==> config.mk <==
export PLATFORM = sky130hd
export DESIGN_NAME = pte_verdict_sel
export DESIGN_NICKNAME = d
export VERILOG_FILES = /design/src/rtl/pte_chk_pkg.sv /design/src/rtl/pte_verdict_sel.sv
export SDC_FILE = /design/constraint.sdc
export NUM_CORES = 1
export LEC_CHECK = 0
export BUFFER_PORTS_ARGS = -buffer_cell sky130_fd_sc_hd__buf_2
export CAP_MARGIN = 20
export CORE_AREA = 3 3 40 42
export DETAILED_ROUTE_END_ITERATION = 10
export DIE_AREA = 0 0 43 45
export SYNTH_ARGS = -nofsm -noshare
export SYNTH_HDL_FRONTEND = slang
export SYNTH_SLANG_ARGS = --single-unit
==> constraint.sdc <==
create_clock -name vclk -period 1.16
set_clock_uncertainty 0.1 [all_clocks]
set_input_delay 0.232 -clock vclk [all_inputs]
set_output_delay 0.232 -clock vclk [all_outputs]
set_load 0.05 [all_outputs]
==> src/rtl/pte_chk_pkg.sv <==
package pte_chk_pkg;

   localparam int FLAG_W   = 8;
   localparam int CAUSE_W  = 3;

   localparam int FB_V = 0;
   localparam int FB_R = 1;
   localparam int FB_W = 2;
   localparam int FB_X = 3;
   localparam int FB_U = 4;
   localparam int FB_G = 5;
   localparam int FB_A = 6;
   localparam int FB_D = 7;

   typedef enum logic [CAUSE_W-1:0] {
      CAUSE_NONE     = 3'd0,
      CAUSE_V_CLEAR  = 3'd1,
      CAUSE_W_NO_R   = 3'd2,
      CAUSE_PTR_RSVD = 3'd3,
      CAUSE_EXT_SET  = 3'd4
   } cause_e;

   typedef struct packed {
      logic   invalid;
      logic   is_leaf;
      logic   is_ptr;
      cause_e cause;
   } verdict_t;

   localparam verdict_t VERDICT_CLEAR = '{invalid: 1'b0, is_leaf: 1'b0,
                                          is_ptr: 1'b0, cause: CAUSE_NONE};

endpackage

==> src/rtl/pte_verdict_sel.sv <==
module pte_verdict_sel
   import pte_chk_pkg::*;
(
   input  logic     strict,
   input  logic     v_clear,
   input  logic     w_no_r,
   input  logic     ptr_shape,
   input  logic     ptr_rsvd,
   input  logic     ext_nz,
   output verdict_t verdict
);
   logic rule_rsvd;
   logic rule_ext;

   assign rule_rsvd = strict & ptr_rsvd;
   assign rule_ext  = strict & ext_nz;

   always_comb begin
      verdict = VERDICT_CLEAR;
      if (v_clear)        verdict.cause = CAUSE_V_CLEAR;
      else if (w_no_r)    verdict.cause = CAUSE_W_NO_R;
      else if (rule_rsvd) verdict.cause = CAUSE_PTR_RSVD;
      else if (rule_ext)  verdict.cause = CAUSE_EXT_SET;
      else                verdict.cause = CAUSE_NONE;

      verdict.invalid = (verdict.cause != CAUSE_NONE);
      verdict.is_ptr  = ~verdict.invalid & ptr_shape;
      verdict.is_leaf = ~verdict.invalid & ~ptr_shape;
   end
endmodule

Yosys cells after proc, flatten, opt, wreduce, memory -nomap -nowiden. Index checks and enable logic that the tools add are counted.

Register bits after elaboration: 0. Input bits: 6. Word-level logic and storage cells: 11. Output and inout bits: 6.

Bitwise gates (word level): 6. Muxes and demuxes: 4. Reduce and logical (&&, ||, !) cells: 1.

Operators with widths (count): $mux 3 (4); $and 1x1->1 (4); $reduce_bool 3->1 (1); $not 1->1 (2).

Logic depth before layout (Yosys ltp). Gate-level depths: netlist (run 1).

Depth in word-level cells: 8. Depth in mapped cells: 2.

Least setup slack after synthesis (run 1). OpenSTA, ideal clock, no wires.

Path type: input to output. Start point: in strict. End point: out verdict[0] (netlist name). Path buffers: 0. Slack: -0.178 ns. Stages: 2. Arrival time: 1.006 ns. Data required time: 0.828 ns. Path through: nand2_1 -> o21bai_1.

RTL lines: from (decl) (line pte_verdict_sel.sv:4) `input logic strict,`; to (decl) (line pte_verdict_sel.sv:10) `output verdict_t verdict`.

==> results of run 1 <==
-- cell usage in the layout, fill, tap and decap left out --
cell type / Yosys / routed
a21oi_2: 0 / 1
o21ai_2: 1 / 1
buf_6: 0 / 4
nand2_1: 2 / 2
and3b_2: 0 / 1
buf_4: 0 / 3
buf_2: 0 / 3
nor2_4: 0 / 1
nor2_2: 1 / 1
buf_8: 0 / 4
and4b_2: 0 / 1
and3_2: 0 / 1
o21bai_2: 0 / 1
-- metal layers --
metal	wire length (um)	vias to the layer above
met3	68	0
met1	81	58
met4	0	0
met5	0	-
li1	-	65
met2	168	12
-- logic make-up after synthesis --
logic type	count (synthesis)	synth area share, %
AND/OR/NAND/NOR	7	66.7
AO/OA/AOI/OAI	3	33.3
-- cell type report --
class,count,area (um^2),area share (%)
repair buffers,14,143,58.5
multi-input cells,10,82.6,33.8
well taps,15,18.8,7.69
-- worst max-delay path, cell delays in order --
cell	delay, ps
buf_8	100
nor2_4	110
and4b_2	240
buf_8	140
-- per-stage QoR --
stage | setup TNS (ps) | setup WS [ps] | cell area (um^2) | hold WS (ps)
2_1_floorplan | 0 | 67.6 | 73.8 | 460
5_1_grt | -88.9 | -33.8 | 244 | 755
3_3_place_gp | -416 | -131 | 168 | 790
4_1_cts | -6.39 | -6.39 | 233 | 740
6_report | -5.96 | -5.96 | 244 | 741
3_5_place_dp | -421 | -131 | 168 | 789
-- power breakdown --
group          internal, mW  switching [mW]
Clock                     0               0
Combinational        0.0471          0.0573
Sequential                0               0
-- how the worst max path moves through the flow --
stage | slack [ps] | depth (start not counted) | from | end
floorplan | 70 | 2 | v_clear | verdict[2]
global placement | -130 | 4 | v_clear | verdict[2]
detailed placement | -130 | 4 | v_clear | verdict[2]
CTS | -6 | 4 | w_no_r | verdict[2]
global route | -30 | 4 | w_no_r | verdict[2]
finish | -6 | 4 | w_no_r | verdict[2]
-- repair_timing --
item | 4_1_cts | 5_1_grt
gates resized for setup | 18 | 3
pin swaps | 4 | 0
endpoints found under the setup margin | 5 | 4
==> reports/qor.txt, run 1 <==
status: finished, violations left
failing checks: setup timing
post-detailed-route wirelength per cell: 8.13 um
Area Growth Syn to Fin: 282%
Initial Util: 4.97%
share of layout cells above drive strength 1: 91.7%
Max Freq: 858 MHz
first-pass GRT wire length: 462 um
largest net degree at the start of global routing: 5
Placer Congestion: 0.656
gr busiest metal: met2
Final Hold Fails: 0
GR Overflow Total: 0
clock period minus worst slack: 1170 ps
kind of critical path: in -> out
met2 Resource Use GR: 6.29%
VDD IR max: 54.3 uV
fillers: 139
fin nets: 32
core box area: 0.00128 mm^2
Netlist cell types: 9
met1 Usage GRT: 2.86%
I/O Buffers: 12
clkbuf count: 0
relative slew slack: 83.6%
unrepaired setup endpoints after global routing: true
hold buffer count at cts: 0
Critical Path AT: 830 ps
Synth top area share: 15.7%
Initial DRC Count: 1
worst hold path class: in -> out
placed cell count: 39
sequential cells: 0
gr usage total: 2.90%
# setup viols final: 1
Critical Path Sink Type: primary output
Ports: 12
CP max FO: 4
Syn Nets: 16
Die Wd: 43 um
Seq/Total Area, Yosys: 0%
register area: 0 um^2
Crit path required time: 830 ps
GR Util met3: 0.797%
Worst setup SP type: primary input
Die Ht: 45 um
Avg Vias per Cell: 3.46
num rows: 13
DRC Markers: 0
top cells by area, synth: and4b_1 (16%), and3b_1 (14%), o21ai_2 (14%)
Worst-Margin Slew: 248 ps
DP HPWL: 224 um
First-pass DRT Iterations: 2
hold path cells: 4
ANT cells: 0
die area: 0.00194 mm^2
vias in the first global route: 109
fin crit share: 101%
Final Routed Wirelength: 317 um
fin cells: 39
ANT nets after route: 0
Vias: 135
hold endpoint: verdict[0]
setup ws final: -5.96 ps
Synth area leader: and4b_1
Post CTS Setup Buffer Count: 0
synthesized instance count: 10
min-delay src: ptr_rsvd
synthesized cell area: 63.8 um^2
synth warn: 0
Slew Viols, Final: 0
max-cap viol count: 0
Design Power: 0.104 mW
Static Leak: 0.113 nW
syn_area_per_cell: 6.38 um^2
Power Density: 428 mW/mm^2
antenna violations before repair: 0
most frequent cell after synthesis: nand2_1
Final Util: 19.0%
No activity file was read; power rests on OpenSTA's default activity.
==> inputs of run 2 (changes only) <==
--- a/config.mk
+++ b/config.mk
@@ -10,6 +10,7 @@
 export CORE_AREA = 3 3 40 42
 export DETAILED_ROUTE_END_ITERATION = 10
 export DIE_AREA = 0 0 43 45
+export GPL_TIMING_DRIVEN = 0
 export SYNTH_ARGS = -nofsm -noshare
 export SYNTH_HDL_FRONTEND = slang
 export SYNTH_SLANG_ARGS = --single-unit
==> reports/qor.txt, run 2 (synthesis gave the netlist of run 1 again) <==
status: finished, violations left
failing checks: setup timing
Max Freq: 856 MHz
Avg Vias per Cell: 3.37
Final Routed Wirelength: 277 um
Hold WS: 682 ps
ANT cells: 0
critical path's slowest cell: and4b_2
relative slew slack: 83.7%
clock period minus worst slack: 1170 ps
core box area: 0.00128 mm^2
Critical Path Sink Type: primary output
Power Density: 422 mW/mm^2
DP HPWL: 207 um
First-pass DRT Iterations: 1
Slew Viols, Final: 0
unrepaired setup endpoints after global routing: true
commonest non-fill, non-tap cells in the layout: buf_6 (4), buf_8 (4), buf_2 (3), nand2_1 (2)
largest net degree at the start of global routing: 5
gr usage total: 3.15%
P_sw: 0.0548 mW
fin crit share: 101%
Design Power: 0.0982 mW
Placer Congestion: 0.655
CP max FO: 4
register area: 0 um^2
Worst setup SP type: primary input
die area: 0.00194 mm^2
share of layout cells above drive strength 1: 87.0%
crit path cell chain: buf_8 > nor2_4 > and4b_2 > buf_8
GR Overflow Total: 0
Worst path most repeated cell: buf_8
Die Ht: 45 um
Initial DRC Count: 0
post-detailed-route wirelength per cell: 7.29 um
worst hold path class: in -> out
fin nets: 31
Clock Power Share: 0%
Final Hold Fails: 0
Die Wd: 43 um
Critical Path AT: 840 ps
Finished Cell Area: 233 um^2
Area after DPL: 153 um^2
VDD IR max: 47.6 uV
I/O Buffers: 12
logic gate share of total power: 100.0%
hold buffer count at cts: 0
sequential cells: 0
clkbuf count: 0
kind of critical path: in -> out
switch share: 55.8%
# setup viols final: 2
Worst-Margin Slew: 247 ps
DRC Markers: 0
vias in the first global route: 123
placed cell count: 37
fin cells: 38
antenna violations before repair: 0
Static Leak: 0.109 nW
Crit path required time: 830 ps
Vias: 128
num rows: 13
Flop pwr share: 0%
Worst path max stage delay: 240 ps
Ports: 12
Initial Util: 4.97%
max-cap viol count: 0
Area Growth Syn to Fin: 265%
first-pass GRT wire length: 517 um
setup ws final: -8.41 ps
ANT nets after route: 0
Int Power: 0.0434 mW
run 2: cell types whose count changed in the layout (fill, tap and decap cells not counted), sizes merged:
cell,previous run,this run
clkbuf,0,1
buf,14,12
run 2: repair_timing:
action,CTS,global route
gates resized for setup,17,5
pin swaps,4,0
gates cloned,0,0
hold endpoints to repair,0,0
endpoints found under the setup margin,3,6
setup buffers,1,0
run 2: metal layers:
metal	GRT usage, %	up-vias	share of wire [%]
li1	-	64	-
met1	3.33	52	27
met2	6.89	12	52
met3	0.398	0	21
met4	0	0	0
met5	0	-	0
run 2: cell type report:
cell class / count / area (um^2)
timing repair buffer: 13 / 135
tap: 15 / 18.8
fill: 140 / 1050
multi-input combinational: 10 / 78.8
run 2: stage by stage:
stage / utilization (%) / setup TNS, ps / setup WS [ps]
CTS: 17.1 / -11.3 / -11.3
global route: 18.1 / -135 / -47.7
detailed placement: 11.9 / -389 / -150
finish: 18.1 / -10.2 / -8.41
global placement: 11.9 / -377 / -148
floorplan: - / 0 / 67.6
run 2: worst max-delay path: cells and delay by family:
| family | cells | cell delay, ps |
|---|---|---|
| and+or+nand+nor | 2 | 350 |
| buffers and inverters | 2 | 240 |
run 2: power by group through the flow:
stage / clock, mW / combinational [mW] / sequential [mW]
after floorplan: 0 / 0.0479 / 0
after global placement: 0 / 0.0729 / 0
after detailed placement: 0 / 0.0731 / 0
after CTS: 0 / 0.0932 / 0
after global routing: 0 / 0.105 / 0
final: 0 / 0.0982 / 0
run 2: worst paths after layout:
path | from | to | slack, ps | depth (start not counted)
worst max-delay path | w_no_r | verdict[2] | -8 | 4
worst min-delay path | v_clear | verdict[1] | 680 | 3
